`src/rtl/uart_irq_pkg.sv`:
```
package uart_irq_pkg;

  localparam int NUM_SRC  = 5;
  localparam int IER_BITS = 4;

  // source index: lower index has higher priority
  localparam int SRC_LINE    = 0;
  localparam int SRC_TIMEOUT = 1;
  localparam int SRC_RXDATA  = 2;
  localparam int SRC_TXE     = 3;
  localparam int SRC_MODEM   = 4;

  // enable register bit positions
  localparam int EN_RXDATA = 0;
  localparam int EN_TXE    = 1;
  localparam int EN_LINE   = 2;
  localparam int EN_MODEM  = 3;

  typedef enum logic [3:0] {
    IID_MODEM   = 4'h0,
    IID_NONE    = 4'h1,
    IID_TXE     = 4'h2,
    IID_RXDATA  = 4'h4,
    IID_LINE    = 4'h6,
    IID_TIMEOUT = 4'hC
  } iid_e;

  // isolate the lowest set request bit (highest priority)
  function automatic logic [NUM_SRC-1:0] first_set(input logic [NUM_SRC-1:0] req);
    first_set = req & (~req + NUM_SRC'(1));
  endfunction

  function automatic iid_e code_of(input logic [NUM_SRC-1:0] grant);
    iid_e c;
    c = IID_NONE;
    if (grant[SRC_LINE])    c = IID_LINE;
    if (grant[SRC_TIMEOUT]) c = IID_TIMEOUT;
    if (grant[SRC_RXDATA])  c = IID_RXDATA;
    if (grant[SRC_TXE])     c = IID_TXE;
    if (grant[SRC_MODEM])   c = IID_MODEM;
    return c;
  endfunction

  function automatic logic [1:0] fifo_flags(input logic fe);
    return fe ? 2'b11 : 2'b00;
  endfunction

endpackage

```
`src/rtl/uart_ier_reg.sv`:
```
module uart_ier_reg
  import uart_irq_pkg::*;
(
  input  logic                clk,
  input  logic                rst_n,
  input  logic                wr,
  input  logic [7:0]          wdata,
  output logic [IER_BITS-1:0] ier_q,
  output logic                txe_en_rise,
  output logic                txe_en_fall
);

  logic [IER_BITS-1:0] wr_low;
  assign wr_low = wdata[IER_BITS-1:0];

  assign txe_en_rise = wr &&  wr_low[EN_TXE] && !ier_q[EN_TXE];
  assign txe_en_fall = wr && !wr_low[EN_TXE] &&  ier_q[EN_TXE];

  always_ff @(posedge clk or negedge rst_n) begin
    if (!rst_n)  ier_q <= '0;
    else if (wr) ier_q <= wr_low;
  end

  // only the low nibble is kept
  a_r11_low_nibble_only: assert property (@(posedge clk) disable iff (!rst_n)
    wr |=> ier_q == $past(wdata[IER_BITS-1:0]));

  a_r11_hold_without_write: assert property (@(posedge clk) disable iff (!rst_n)
    !wr |=> $stable(ier_q));

endmodule

```
`src/rtl/uart_txe_pend.sv`:
```
module uart_txe_pend
  import uart_irq_pkg::*;
(
  input  logic       clk,
  input  logic       rst_n,
  input  logic       thr_wr,
  input  logic       thr_empty,
  input  logic       empty_evt,
  input  logic       iir_rd,
  input  logic [3:0] iir_code,
  input  logic       txe_en_rise,
  input  logic       txe_en_fall,
  output logic       pend_q
);

  logic clr_by_write, clr_by_read, set_by_enable, clr_by_enable, set_by_empty;
  logic pend_d;

  assign clr_by_write  = thr_wr;
  assign clr_by_read   = iir_rd && (iir_code == IID_TXE);
  assign set_by_enable = txe_en_rise && thr_empty;
  assign clr_by_enable = txe_en_fall || (txe_en_rise && !thr_empty);
  assign set_by_empty  = empty_evt;

  always_comb begin
    pend_d = pend_q;
    if (clr_by_write)       pend_d = 1'b0;
    else if (clr_by_read)   pend_d = 1'b0;
    else if (set_by_enable) pend_d = 1'b1;
    else if (clr_by_enable) pend_d = 1'b0;
    else if (set_by_empty)  pend_d = 1'b1;
  end

  always_ff @(posedge clk or negedge rst_n) begin
    if (!rst_n) pend_q <= 1'b0;
    else        pend_q <= pend_d;
  end

  // a transmit write always wins
  a_r9_write_clears: assert property (@(posedge clk) disable iff (!rst_n)
    thr_wr |=> !pend_q);

  // reading while the transmitter code is shown acknowledges it
  a_r8_read_clears: assert property (@(posedge clk) disable iff (!rst_n)
    (iir_rd && iir_code == IID_TXE) |=> !pend_q);

  // turning the enable on over an empty holding register raises the flag
  a_r7_enable_on_sets: assert property (@(posedge clk) disable iff (!rst_n)
    (txe_en_rise && thr_empty && !thr_wr && !(iir_rd && iir_code == IID_TXE)) |=> pend_q);

  // turning the enable off drops the flag
  a_r7_enable_off_clears: assert property (@(posedge clk) disable iff (!rst_n)
    txe_en_fall |=> !pend_q);

endmodule

```
`src/rtl/uart_irq_req.sv`:
```
module uart_irq_req
  import uart_irq_pkg::*;
#(
  parameter int LVL_W = 5
) (
  input  logic [IER_BITS-1:0] ier,
  input  logic [3:0]          lsr_err,
  input  logic                timeout_pend,
  input  logic                data_ready,
  input  logic                fifo_en,
  input  logic [LVL_W-1:0]    rx_level,
  input  logic [LVL_W-1:0]    rx_trigger,
  input  logic                txe_pend,
  input  logic [3:0]          msr_delta,
  output logic [NUM_SRC-1:0]  req
);

  logic rx_trig_met;
  logic [NUM_SRC-1:0] raw;
  logic [NUM_SRC-1:0] en;

  assign rx_trig_met = !fifo_en || (rx_level >= rx_trigger);

  assign raw[SRC_LINE]    = |lsr_err;
  assign raw[SRC_TIMEOUT] = timeout_pend;
  assign raw[SRC_RXDATA]  = data_ready && rx_trig_met;
  assign raw[SRC_TXE]     = txe_pend;
  assign raw[SRC_MODEM]   = |msr_delta;

  assign en[SRC_LINE]    = ier[EN_LINE];
  assign en[SRC_TIMEOUT] = ier[EN_RXDATA];
  assign en[SRC_RXDATA]  = ier[EN_RXDATA];
  assign en[SRC_TXE]     = ier[EN_TXE];
  assign en[SRC_MODEM]   = ier[EN_MODEM];

  for (genvar s = 0; s < NUM_SRC; s++) begin : g_gate
    assign req[s] = raw[s] && en[s];
  end

endmodule

```
`src/rtl/uart_irq_arbiter.sv`:
```
module uart_irq_arbiter
  import uart_irq_pkg::*;
(
  input  logic               clk,
  input  logic               rst_n,
  input  logic [NUM_SRC-1:0] req,
  input  logic               fifo_en,
  output logic [7:0]         iir_q,
  output logic               irq_q
);

  logic [NUM_SRC-1:0] grant;
  iid_e               code;

  assign grant = first_set(req);
  assign code  = code_of(grant);

  always_ff @(posedge clk or negedge rst_n) begin
    if (!rst_n) begin
      iir_q <= {4'h0, IID_NONE};
      irq_q <= 1'b0;
    end else begin
      iir_q <= {fifo_flags(fifo_en), 2'b00, code};
      irq_q <= (code != IID_NONE);
    end
  end

  // never more than one source granted
  a_r2_single_grant: assert property (@(posedge clk) disable iff (!rst_n)
    $onehot0(grant));

  // line status outranks everything
  a_r3_line_first: assert property (@(posedge clk) disable iff (!rst_n)
    req[SRC_LINE] |=> iir_q[3:0] == IID_LINE);

  // timeout outranks received data
  a_r4_timeout_over_data: assert property (@(posedge clk) disable iff (!rst_n)
    (req[SRC_TIMEOUT] && !req[SRC_LINE]) |=> iir_q[3:0] == IID_TIMEOUT);

  // FIFO flag bits follow the mode one cycle later
  a_r10_fifo_bits: assert property (@(posedge clk) disable iff (!rst_n)
    1'b1 |=> iir_q[7:4] == {$past(fifo_en), $past(fifo_en), 2'b00});

  // line and code agree
  a_r12_irq_tracks_code: assert property (@(posedge clk) disable iff (!rst_n)
    irq_q == (iir_q[3:0] != IID_NONE));

  // no request, no interrupt on the following cycle
  a_r13_idle_next: assert property (@(posedge clk) disable iff (!rst_n)
    (req == '0) |=> !irq_q);

endmodule

```
`src/rtl/uart_irq_prio.sv`:
```
module uart_irq_prio
  import uart_irq_pkg::*;
#(
  parameter int RX_DEPTH = 16,
  localparam int LVL_W   = $clog2(RX_DEPTH + 1)
) (
  input  logic             clk,
  input  logic             rst_n,
  input  logic             ier_wr,
  input  logic [7:0]       ier_wdata,
  input  logic             thr_wr,
  input  logic             thr_empty,
  input  logic             thr_empty_evt,
  input  logic             iir_rd,
  input  logic             fifo_en,
  input  logic [LVL_W-1:0] rx_level,
  input  logic [LVL_W-1:0] rx_trigger,
  input  logic             data_ready,
  input  logic [3:0]       lsr_err,
  input  logic             timeout_pend,
  input  logic [3:0]       msr_delta,
  output logic [3:0]       ier,
  output logic [7:0]       iir,
  output logic             irq,
  output logic             txe_pending
);

  logic [IER_BITS-1:0] ier_q;
  logic                txe_en_rise, txe_en_fall;
  logic                pend_q;
  logic [NUM_SRC-1:0]  req;
  logic [7:0]          iir_q;
  logic                irq_q;

  uart_ier_reg u_ier (
    .clk         (clk),
    .rst_n       (rst_n),
    .wr          (ier_wr),
    .wdata       (ier_wdata),
    .ier_q       (ier_q),
    .txe_en_rise (txe_en_rise),
    .txe_en_fall (txe_en_fall)
  );

  uart_txe_pend u_pend (
    .clk         (clk),
    .rst_n       (rst_n),
    .thr_wr      (thr_wr),
    .thr_empty   (thr_empty),
    .empty_evt   (thr_empty_evt),
    .iir_rd      (iir_rd),
    .iir_code    (iir_q[3:0]),
    .txe_en_rise (txe_en_rise),
    .txe_en_fall (txe_en_fall),
    .pend_q      (pend_q)
  );

  uart_irq_req #(.LVL_W(LVL_W)) u_req (
    .ier          (ier_q),
    .lsr_err      (lsr_err),
    .timeout_pend (timeout_pend),
    .data_ready   (data_ready),
    .fifo_en      (fifo_en),
    .rx_level     (rx_level),
    .rx_trigger   (rx_trigger),
    .txe_pend     (pend_q),
    .msr_delta    (msr_delta),
    .req          (req)
  );

  uart_irq_arbiter u_arb (
    .clk     (clk),
    .rst_n   (rst_n),
    .req     (req),
    .fifo_en (fifo_en),
    .iir_q   (iir_q),
    .irq_q   (irq_q)
  );

  assign ier         = ier_q;
  assign iir         = iir_q;
  assign irq         = irq_q;
  assign txe_pending = pend_q;

  // with the transmitter source enabled and nothing above it, its code follows
  a_r6_txe_reported: assert property (@(posedge clk) disable iff (!rst_n)
    (pend_q && ier_q[EN_TXE] && req[SRC_LINE +: 3] == 3'b000) |=> iir_q[3:0] == IID_TXE);

endmodule

```
`config.mk`:
```
export PLATFORM = sky130hd
export DESIGN_NAME = uart_irq_prio
export DESIGN_NICKNAME = d
export VERILOG_FILES = /design/src/rtl/uart_irq_pkg.sv /design/src/rtl/uart_ier_reg.sv /design/src/rtl/uart_txe_pend.sv /design/src/rtl/uart_irq_req.sv /design/src/rtl/uart_irq_arbiter.sv /design/src/rtl/uart_irq_prio.sv
export SDC_FILE = /design/constraint.sdc
export NUM_CORES = 1
export LEC_CHECK = 0
export BUFFER_PORTS_ARGS = -buffer_cell sky130_fd_sc_hd__buf_4
export CORE_MARGIN = 3
export CORE_UTILIZATION = 40
export DETAILED_ROUTE_END_ITERATION = 8
export PLACE_DENSITY = 0.81
export SLEW_MARGIN = 25
export SYNTH_ARGS = -nofsm -noshare
export SYNTH_HDL_FRONTEND = slang
export SYNTH_SLANG_ARGS = --single-unit
```
`constraint.sdc`:
```
create_clock -name clk -period 3 [get_ports clk]
set_clock_uncertainty 0.1 [all_clocks]
set_input_delay 0.15 -clock clk [delete_from_list [all_inputs] [get_ports clk]]
set_output_delay 0.15 -clock clk [all_outputs]
set_load 0.02 [all_outputs]
```
Yosys cells after proc, flatten, opt, wreduce, memory -nomap -nowiden
Index checks and enable logic that the tools add are counted.
{"block": "classes", "addsub": 1, "n_lt_le_gt_ge": 1, "n_eq_ne": 2, "mux": 11, "bitwise": 2, "reduce_logical": 22}
{"operator": "2-to-1 mux 4 bit", "count": 4}
{"operator": "logical AND 1 bit", "count": 13}
{"operator": "OR reduction 4 bit", "count": 2}
{"operator": "adder 5 x 1 -> 5 bit, second input constant", "count": 1}
{"operator": "AND 5 bit", "count": 1}
{"operator": "greater-or-equal comparator 5 bit", "count": 1}
{"operator": "2-to-1 mux 1 bit", "count": 5}
{"operator": "inverter 5 bit", "count": 1}
{"operator": "nonzero test 5 bit", "count": 1}
{"operator": "equality test 4 x 2 -> 1 bit, second input constant", "count": 1}
{"operator": "zero test 1 bit", "count": 4}
{"operator": "inequality test 4 x 1 -> 1 bit, second input constant", "count": 1}
{"operator": "2-to-1 mux 3 bit", "count": 1}
{"operator": "logical OR 1 bit", "count": 2}
{"operator": "2-to-1 mux 2 bit", "count": 1}
{"block": "word_totals", "ff_bits": 12, "elab_cells": 43}

Longest topological paths before layout
Gate-level depths: netlist of run 1.
{"block": "logic_depth", "depth_word": 13, "mapped_depth": 6, "ltp_nobuf": 6}

Hierarchy
A second synthesis of run 1 with hierarchy kept.
{"block": "hier_totals", "cells_unflattened": 54, "area_unflattened_um2": 613.1}
{"mod": "uart_irq_arbiter", "n_inst": 1, "cells_each": 16, "area_per_inst_um2": 221.5, "seq_area_each_um2": 151.4}
{"mod": "uart_ier_reg", "n_inst": 1, "cells_each": 10, "area_per_inst_um2": 165.2, "seq_area_each_um2": 100.1}
{"mod": "uart_irq_req", "n_inst": 1, "cells_each": 22, "area_per_inst_um2": 163.9, "seq_area_each_um2": 0.0}
{"mod": "uart_txe_pend", "n_inst": 1, "cells_each": 6, "area_per_inst_um2": 62.6, "seq_area_each_um2": 25.0}

Worst setup path after synthesis of run 1
OpenSTA, ideal clock, no wires.
{"block": "synth_path", "path_type": "input-to-reg", "start": "in rx_trigger[2]", "end": "reg u_arb.iir_q[0]", "setup_ns": 0.063, "arrival_ns": 1.158, "required_ns": 2.837, "slack_ns": 1.679, "path_stages": 6, "n_path_buf": 0, "path_cell_list": "inv_1 ha_1 a21oi_2 o21ai_1 a311oi_2 and4_1"}
{"block": "synth_between", "elab_chain_cells": 10}
{"element": "start: declaration", "line": "uart_irq_prio.sv:17", "rtl": "input logic [LVL_W-1:0] rx_trigger,"}
{"element": "greater-or-equal comparator 5 bit (*)", "line": "uart_irq_req.sv:22", "rtl": "assign rx_trig_met = !fifo_en || (rx_level >= rx_trigger);"}
{"element": "logical OR 1 bit (*)", "line": "uart_irq_req.sv:22"}
{"element": "logical AND 1 bit (*)", "line": "uart_irq_req.sv:26", "rtl": "assign raw[SRC_RXDATA] = data_ready && rx_trig_met;"}
{"element": "logical AND 1 bit (*)", "line": "uart_irq_req.sv:37", "rtl": "assign req[s] = raw[s] && en[s];"}
{"element": "inverter 5 bit", "line": "uart_irq_pkg.sv:30", "rtl": "first_set = req & (~req + NUM_SRC'(1));"}
{"element": "adder 5 x 1 -> 5 bit", "line": "uart_irq_pkg.sv:30"}
{"element": "AND 5 bit (*)", "line": "uart_irq_pkg.sv:30"}
{"element": "2-to-1 mux 4 bit", "line": "uart_irq_pkg.sv:38", "rtl": "if (grant[SRC_RXDATA]) c = IID_RXDATA;"}
{"element": "2-to-1 mux 4 bit", "line": "uart_irq_pkg.sv:39", "rtl": "if (grant[SRC_TXE]) c = IID_TXE;"}
{"element": "2-to-1 mux 4 bit (*)", "line": "uart_irq_pkg.sv:40", "rtl": "if (grant[SRC_MODEM]) c = IID_MODEM;"}
{"element": "net u_arb.code[0]", "line": "uart_irq_arbiter.sv:13", "rtl": "iid_e code;"}
{"element": "end signal: assignment", "line": "uart_irq_arbiter.sv:20", "rtl": "iir_q <= {4'h0, IID_NONE};"}
{"element": "end signal: assignment", "line": "uart_irq_arbiter.sv:23", "rtl": "iir_q <= {fifo_flags(fifo_en), 2'b00, code};"}
{"element": "end: declaration", "line": "uart_irq_arbiter.sv:8", "rtl": "output logic [7:0] iir_q,"}
The timed path passes the listed nets; every way through them passes the cells marked *.
A chain may end at the register's enable or synchronous reset.

Worst setup path after layout of run 1
{"block": "layout_path", "start": "reg u_arb.iir_q[3]", "end": "reg u_pend.pend_q"}
{"block": "layout_between", "elab_chain_cells": 4}
{"element": "equality test 4 x 2 -> 1 bit (*)", "line": "uart_txe_pend.sv:20", "rtl": "assign clr_by_read = iir_rd && (iir_code == IID_TXE);"}
{"element": "logical AND 1 bit (*)", "line": "uart_txe_pend.sv:20"}
{"element": "2-to-1 mux 1 bit", "line": "uart_txe_pend.sv:28", "rtl": "else if (clr_by_read) pend_d = 1'b0;"}
{"element": "2-to-1 mux 1 bit", "line": "uart_txe_pend.sv:27", "rtl": "if (clr_by_write) pend_d = 1'b0;"}
{"element": "end signal: assignment", "line": "uart_txe_pend.sv:36", "rtl": "else pend_q <= pend_d;"}
{"element": "end: declaration", "line": "uart_txe_pend.sv:13", "rtl": "output logic pend_q"}
Mark *: on every way between the ends. The rest lies on a longest branch, timed or not.

==> run_results.csv, run 1 <==
group,metric,value,unit
timing,fin_crit,1.77,ns
worst_setup_path,reg2reg_slack,1.23,ns
power,max-vdd-ir-drop,201,uV
place,io_buffers,43,
floorplan,num_io_pins,50,
worst_setup_path,worstSetupEndpointType,"flop",
clock_network,cts_root_buf,"clkbuf_4",
drt,drtPass1Iterations,4,
place,gp_congestion,0.727,
drt,finalWirelength,1790,um
drt,drtIter0Drc,8,
floorplan,die_y,45.7,um
cells_and_area,diodes,0,
clock_network,insertion_delay,0.27,ns
synthesis,synth.most_common_cell,"dfrtp_1",
drt,postRouteAntennaNets,0,
cells_and_area,area_growth,60.9,%
clock_network,cts_tree,"built",
power,powerDensity,406,nW/um^2
grt,grt_pass1_vias,640,
clock_network,cts_setup_buffers,0,
power,leakage,0.527,nW
clock_network,post_cts_resized,0,
synthesis,ys_types,27,
synthesis,netlist_area,631,sq um
grt,grt_start_max_net_pins,12,
synthesis,synth.largest_area_cell,"dfrtp_1",
grt,grt_pass1_wl,2700,um
synthesis,synthArstFlopShare,100,%
synthesis,ys_top_cells_by_count,"dfrtp_1 (10), inv_1 (8), nand2_1 (7)",
synthesis,synth.top_cell.area_share,39.7,%
clock_network,cts-hold-fix-buffers,4,
floorplan,std_cell_rows,13,
min_path,hold_path.class,"in2reg",
timing,rsz0062_at_grt,"no",
drt,drcViolationCount,0,
clock_network,clk_pin_slew,0.07,ns
drt,wl_per_cell,14.6,um
worst_setup_path,criticalPathCategory,"reg2reg",
min_path,hold_end,"u_ier.ier_q[3]",
place,dpl-instance-area,948,sq um
cells_and_area,layout-drive-gt1-share,50.9,%
timing,timing.fmax,0.565,GHz
min_path,hp-start,"ier_wdata[3]",
cells_and_area,fill_cells,111,
floorplan,start_util,45.6,%
synthesis,seq_area_frac_synth,43.8,%
clock_network,cts_buffers,3,
min_path,hold_path_depth,2,
synthesis,synthTopCellsByArea,"dfrtp_1 (40%), ha_1 (9.9%), mux2_2 (5.4%)",
place,hpwl,1420,um
drt,via_count,624,
floorplan,die_w,45.7,um
grt,grt.total_usage,18.5,%
timing,finalSetupViolCount,0,
synthesis,yosys_warnings,0,
grt,antenna_found_initial,0,
timing,fin_crit_sh,59.0,%
worst_setup_path,startpoint_type,"flop",
grt,overflow,0,
synthesis,syn_inst,60,
worst_setup_path,rr_worst_depth,3,
cells_and_area,nets,150,
timing,final-hold-violation-count,0,
synthesis,synth_edf_count,0,
floorplan,dieArea,2090,sq um
cells_and_area,finish.instance_area,1010,sq um
worst_setup_path,reg2reg_from,"u_arb.iir_q[3]",
clock_network,htree_num_levels,1,
timing,tns,0,ns
worst_setup_path,required,3.05,ns
synthesis,synth_ff_type,"dfrtp_1",
timing,maxSlewViolCount,0,
worst_setup_path,arrival,1.82,ns
synthesis,syn_area_per_cell,10.5,sq um
outcome,outcome,"completed",
worst_setup_path,path_max_fanout,2,
clock_network,cts_sinks,11,
floorplan,core_area,1380,sq um
clock_network,clockBufferDepth,2,
worst_setup_path,r2r-end,"u_pend.pend_q",
drt,vias_per_cell,5.07,
flow_run,cap_violations,0,
synthesis,ys_ff_latch,11,
[cells by family after synthesis]
logic type      Yosys count  share of synthesized area (%)
mux                       3                           5.36
compound gates           12                           17.1
other cells               1                          0.595
simple gates             16                           14.1
buf+inv                  12                           9.13
flops                    11                           43.8
fa+ha+maj                 5                           9.92
[report_power, final]
part	internal, mW	switching [mW]	total [mW]
Sequential	0.164	0.0121	0.176
Combinational	0.0725	0.0634	0.136
Clock	0.0515	0.0480	0.0994
[worst max-delay path, stage by stage (launching register included)]
cell	delay (ns)
dfrtp_1	0.40
nor4b_1	0.42
a211oi_1	0.15
dlygate4sd3_1	0.58
[metal layers]
metal / vias to the layer above / track usage, % / part of all wire [%]
li1: 301 / - / -
met1: 282 / 17.3 / 33
met2: 39 / 36.2 / 55
met3: 2 / 4.74 / 11
met4: 0 / 8.52 / 0.95
met5: - / 0 / 0
[layout by cell type, fill, tap and decap left out, types with 3 or more instances in the layout]
| cell type | synthesis | final |
|---|---|---|
| buf_4 | 3 | 43 |
| clkbuf_4 | 0 | 3 |
| dfrtp_1 | 10 | 10 |
| dlygate4sd3_1 | 0 | 4 |
| ha_1 | 5 | 5 |
| inv_1 | 8 | 8 |
| mux2_2 | 3 | 3 |
| nand2_1 | 7 | 7 |
[state kept, by name, indices dropped and copies added, names as in the netlist]
signal         flops
u_arb.irq_q        1
u_ier.ier_q        4
u_arb.iir_q        5
u_pend.pend_q      1
[stage by stage]
| step | cells | hold WS, ns | setup WS (ns) | util, % | power [mW] |
|---|---|---|---|---|---|
| detailed placement | 115 | -0.112 | 1.44 | 68.6 | 0.309 |
| CTS | 123 | 0.0115 | 1.35 | 73.4 | 0.414 |
| global route | 123 | 0.00665 | 1.18 | 73.4 | 0.433 |
| global placement | 115 | -0.115 | 1.50 | 68.6 | 0.304 |
| finish | 123 | 0.0135 | 1.23 | 73.4 | 0.411 |
| floorplan | 61 | -0.246 | 1.68 | - | 0.241 |
[how the worst max path moves through the flow]
stage | from | end | slack [ns] | cells after the start
CTS | u_pend.pend_q | u_pend.pend_q | 1.35 | 5
global placement | rx_level[2] | u_arb.iir_q[0] | 1.50 | 6
detailed placement | rx_level[2] | u_arb.iir_q[0] | 1.44 | 6
finish | u_arb.iir_q[3] | u_pend.pend_q | 1.23 | 3
global route | u_pend.pend_q | u_pend.pend_q | 1.18 | 5
floorplan | rx_trigger[2] | u_arb.iir_q[0] | 1.68 | 6
[area by class of cell]
cell class	instances	area (sq um)	share of cell area, %
clock buffers	4	26.3	2.59
inverters	8	30.0	2.96
multi-input cells	38	300	29.6
flip-flops and latches	11	277	27.3
well taps	15	18.8	1.85
repair buffers	47	363	35.8
(Power assumes the default switching activity.)
==> run 2: changes to the inputs <==
ABC_AREA = 1   (was default)
CORE_UTILIZATION = 34   (was 40)
PLACE_DENSITY = 0.73   (was 0.81)
clock period = 1.6 ns   (was 3 ns; I/O delays follow)
==> run_results.csv, run 2 <==
group,metric,value,unit
cells_and_area,final_common_cell,"buf_4",
floorplan,die_w,50.0,um
timing,setup_ws,0.222,ns
grt,grt_use_met2,27.8,%
clock_network,cts_tree,"built",
grt,grt_util_met3,2.72,%
timing,maxSlewViolCount,0,
synthesis,synth_edf_count,0,
synthesis,synth.most_common_cell,"nand2_1",
synthesis,syn_inst,83,
power,p_clk_share,24.7,%
place,dp_worst_setup_slack,0.362,ns
cells_and_area,largest_registers,"u_arb.iir_q (5), u_ier.ier_q (4)",
timing,tns,0,ns
power,powerDensity,681,nW/um^2
floorplan,start_util,36.8,%
power,leakage,0.654,nW
synthesis,yosys_warnings,0,
synthesis,seq_area_frac_synth,42.1,%
synthesis,synth.largest_area_cell,"dfrtp_1",
worst_setup_path,path_max_fanout,3,
cells_and_area,diodes,0,
place,io_buffers,43,
drt,finalWirelength,1630,um
timing,final-hold-violation-count,0,
clock_network,clockBufferDepth,2,
min_path,hold_path_depth,4,
grt,overflow,0,
cells_and_area,largest_reg_flops,5,
clock_network,insertion_delay,0.26,ns
worst_setup_path,criticalPathCategory,"in2reg",
outcome,outcome,"completed",
synthesis,ys_ff_latch,11,
cells_and_area,nets,183,
grt,grt_start_max_net_pins,12,
synthesis,synthTopCellsByArea,"dfrtp_1 (38%), nand2_1 (17%), ha_1 (9.5%)",
worst_setup_path,arrival,1.44,ns
grt,grtUsageMet1,16.0,%
synthesis,synth_compound_area_share,9.90,%
flow_run,cap_violations,0,
timing,fin_crit_sh,86.1,%
timing,finalSetupViolCount,0,
worst_setup_path,worstSetupEndpointType,"flop",
place,gp_congestion,0.749,
floorplan,dieArea,2500,sq um
clock_network,clk_pin_slew,0.07,ns
power,intPower,0.545,mW
drt,wl_per_cell,9.83,um
cells_and_area,layout-drive-gt1-share,38.3,%
worst_setup_path,reg2reg_from,"u_pend.pend_q",
timing,timing.fmax,0.726,GHz
synthesis,synthMuxAreaShare,0,%
cells_and_area,area_growth,74.9,%
grt,antenna_found_initial,0,
power,p_sw,0.237,mW
clock_network,post_cts_resized,0,
grt,grt_pass1_wl,2900,um
place,hpwl,1230,um
synthesis,synthArstFlopShare,100,%
power,pwr-share-seq,41.9,%
cells_and_area,final_cell_mix,"buf_4 (43), nand2_1 (29), dlygate4sd3_1 (13)",
grt,globalRoute.busiestLayer,"met2",
clock_network,cts_root_buf,"clkbuf_4",
power,max-vdd-ir-drop,565,uV
clock_network,htree_num_levels,1,
synthesis,synth.top_cell.area_share,38.1,%
worst_setup_path,startpoint_type,"primary input",
clock_network,cts_sinks,11,
drt,vias_per_cell,4.23,
synthesis,syn_area_per_cell,7.91,sq um
drt,drtIter0Drc,19,
synthesis,synthAdderAreaFrac,9.52,%
grt,grt_pass1_vias,751,
grt,grt.total_usage,14.8,%
synthesis,ys_types,21,
drt,postRouteAntennaNets,0,
cells_and_area,regMostFlops,"u_arb.iir_q",
synthesis,synth_xor_area_share,0,%
floorplan,core_area,1780,sq um
timing,fin_crit,1.38,ns
min_path,hp-start,"ier_wr",
drt,drtPass1Iterations,4,
power,p_comb_share,33.5,%
floorplan,std_cell_rows,15,
synthesis,ys_top_cells_by_count,"nand2_1 (29), inv_1 (12), dfrtp_1 (10)",
worst_setup_path,rr_worst_depth,3,
floorplan,die_y,50.0,um
drt,drcViolationCount,0,
worst_setup_path,required,1.66,ns
synthesis,synth_top_family_by_area,"simple AND/OR/NAND/NOR gates",
clock_network,cts_buffers,3,
min_path,hold_path.class,"in2reg",
synthesis,netlist_area,657,sq um
power,switching_share,30.3,%
synthesis,synth_ff_type,"dfrtp_1",
drt,via_count,703,
timing,rsz0062_at_grt,"no",
worst_setup_path,crit_start,"ier_wdata[1]",
floorplan,num_io_pins,50,
synthesis,synth_simple_gate_area_share,27.0,%
## run 2: cell families after synthesis
| kind of cell | count (synthesis) |
|---|---|
| and+or+nand+nor | 42 |
| adders and majority gates | 5 |
| other | 1 |
| DFF | 11 |
| AOI/OAI and AO/OA | 8 |
| buffers and inverters | 16 |
## run 2: final timing paths
check | slack (ns) | endpoint
min in group asynchronous | 0.08 | u_arb.irq_q
setup / recovery | 0.22 | u_ier.ier_q[1]
hold / removal | 0.004 | u_ier.ier_q[1]
hold reg to reg | 0.45 | u_ier.ier_q[0]
max in group asynchronous | 1.10 | u_arb.iir_q[0]
setup reg to reg | 0.47 | u_pend.pend_q
## run 2: routing by layer
metal	vias up	wire length, um
met5	-	0
met2	25	912
met3	4	96
met4	0	33
li1	366	-
met1	308	589
## run 2: what timing repair did
item | in CTS | in global routing
buffers inserted | 0 | 0
hold buffers | 13 | 0
hold endpoints to repair | 18 | 0
## run 2: power by group through the flow
stage          clock (mW)  sequential (mW)  combinational [mW]
3_3_place_gp            0            0.333               0.234
6_report            0.193            0.328               0.262
5_1_grt             0.209            0.333               0.293
4_1_cts             0.195            0.327               0.264
2_1_floorplan           0            0.365              0.0876
3_5_place_dp            0            0.333               0.239
## run 2: final cells by class
cell class / instances / area, sq um
Timing Repair Buffer: 56 / 453
Tap cell: 25 / 31.3
Multi-Input combinational cell: 57 / 313
Sequential cell: 11 / 277
Inverter: 13 / 48.8
Clock buffer: 4 / 26.3
Fill cell: 160 / 634
## run 2: stage by stage
stage | util (%) | cell area (sq um) | total power [mW] | hold WS [ns] | cells
6_report | 64.4 | 1150 | 0.783 | 0.00379 | 166
5_1_grt | 64.4 | 1150 | 0.835 | 0.0250 | 166
3_5_place_dp | 55.6 | 992 | 0.571 | -0.180 | 149
2_1_floorplan | - | 661 | 0.453 | -0.316 | 84
4_1_cts | 64.4 | 1150 | 0.786 | 0.00146 | 166
3_3_place_gp | 55.6 | 992 | 0.566 | -0.183 | 149
## run 2: critical path, cell delays in order
cell and delay, ns:
dlygate4sd3_1 0.55, buf_4 0.15, nand2_1 0.07, dlygate4sd3_1 0.55
nand2_1 0.05
==> run 3: changes to the inputs <==
MAX_ROUTING_LAYER = met4   (was default)
SETUP_SLACK_MARGIN = 0.2   (was default)
==> run_results.csv, run 3 (same netlist as run 2, synthesis figures left out) <==
group,metric,value,unit
timing,fin_crit_sh,84.6,%
place,hpwl,1230,um
clock_network,cts_buffers,3,
cells_and_area,seqCellArea,277,sq um
worst_setup_path,reg2reg_slack,0.47,ns
timing,fin_crit,1.35,ns
floorplan,die_y,50.0,um
floorplan,num_io_pins,50,
grt,grt_start_max_net_pins,12,
worst_setup_path,required,1.66,ns
worst_setup_path,arrival,1.41,ns
grt,grt_pass1_wl,2900,um
floorplan,std_cell_rows,15,
power,leakage,0.651,nW
min_path,hold_end,"u_ier.ier_q[1]",
power,total_power,0.781,mW
cells_and_area,final_common_cell,"buf_4",
grt,grt_pass1_vias,752,
cells_and_area,multiInputGateArea,313,sq um
min_path,hp-start,"ier_wr",
timing,timing.fmax,0.739,GHz
drt,postRouteAntennaNets,0,
place,io_buffers,43,
clock_network,post_cts_resized,0,
power,max-vdd-ir-drop,565,uV
timing,final-hold-violation-count,1,
outcome,outcome,"finished, violations left",
drt,finalWirelength,1640,um
cells_and_area,largest_registers,"u_arb.iir_q (5), u_ier.ier_q (4)",
cells_and_area,diodes,0,
timing,tns,0,ns
min_path,hold_path.class,"in2reg",
drt,drtIter0Drc,20,
timing,finalSetupViolCount,0,
clock_network,insertion_delay,0.26,ns
clock_network,cts_root_buf,"clkbuf_4",
worst_setup_path,rr_worst_depth,3,
worst_setup_path,worstSetupEndpointType,"flop",
drt,vias_per_cell,4.23,
drt,drcViolationCount,0,
drt,wl_per_cell,9.92,um
clock_network,htree_num_levels,1,
clock_network,cts_sinks,11,
worst_setup_path,r2r-end,"u_pend.pend_q",
floorplan,die_w,50.0,um
timing,hold_ws,-0.00364,ns
clock_network,clk_pin_slew,0.07,ns
timing,maxSlewViolCount,0,
cells_and_area,regMostFlops,"u_arb.iir_q",
worst_setup_path,reg2reg_from,"u_pend.pend_q",
cells_and_area,layout-drive-gt1-share,38.6,%
grt,antenna_found_initial,0,
floorplan,core_area,1780,sq um
cells_and_area,nets,182,
min_path,hold_path_depth,3,
clock_network,cts_setup_buffers,0,
floorplan,dieArea,2500,sq um
worst_setup_path,criticalPathCategory,"in2reg",
cells_and_area,final_cell_mix,"buf_4 (43), nand2_1 (29), inv_1 (12), dlygate4sd3_1 (12), dfrtp_1 (10)",
grt,overflow,0,
cells_and_area,largest_reg_flops,5,
worst_setup_path,path_max_fanout,1,
flow_run,cap_violations,0,
floorplan,start_util,36.8,%
worst_setup_path,crit_start,"ier_wdata[0]",
grt,grt.total_usage,15.3,%
cells_and_area,area_growth,73.3,%
place,gp_congestion,0.759,
outcome,violations,"negative hold slack",
cells_and_area,fill_cells,161,
worst_setup_path,startpoint_type,"primary input",
timing,rsz0062_at_grt,"no",
clock_network,cts_tree,"built",
drt,via_count,698,
power,powerDensity,686,nW/um^2
drt,drtPass1Iterations,4,
clock_network,clockBufferDepth,2,
[run 3: stage by stage]
stage / setup WS (ns) / cells / utilization (%) / cell area, sq um
after floorplan: 0.428 / 84 / - / 661
after detailed placement: 0.362 / 149 / 55.6 / 992
after CTS: 0.238 / 166 / 64.4 / 1150
final: 0.247 / 165 / 63.9 / 1140
after global routing: 0.217 / 165 / 63.9 / 1140
after global placement: 0.390 / 149 / 55.6 / 992
[run 3: cell type report]
cell class	instances	share of cell area, %
timing repair buffer	55	38.9
tap	25	2.75
inverter	13	4.29
clock buffer	4	2.31
multi-input combinational	57	27.5
sequential	11	24.3
[run 3: how the worst max path moves through the flow]
stage	cells after the start	endpoint	slack, ns
2_1_floorplan	3	u_pend.pend_q	0.43
3_3_place_gp	8	u_arb.irq_q	0.39
3_5_place_dp	8	u_arb.irq_q	0.36
4_1_cts	5	u_ier.ier_q[1]	0.24
5_1_grt	5	u_ier.ier_q[3]	0.22
6_report	5	u_ier.ier_q[0]	0.25
[run 3: repair_timing]
item | CTS | global route
hold buffers | 13 | 0
setup endpoints to repair | 0 | 1
endpoints found under the hold margin | 18 | 0
[run 3: per-layer routing]
metal	global-route usage (%)	vias to the layer above	share of wire, %
li1	-	363	-
met1	16.2	306	36
met2	27.8	25	56
met3	2.42	4	5.7
met4	6.45	0	2.0
met5	-	-	0
[run 3: critical path: stages]
cell and delay [ns]:
dlygate4sd3_1 0.54, buf_4 0.13, nand2_1 0.06, dlygate4sd3_1 0.55, nand2_1 0.05
[run 3: power by group]
group | internal, mW | switching (mW)
clock network | 0.0963 | 0.0967
logic | 0.141 | 0.119
registers | 0.307 | 0.0212
total | 0.544 | 0.237
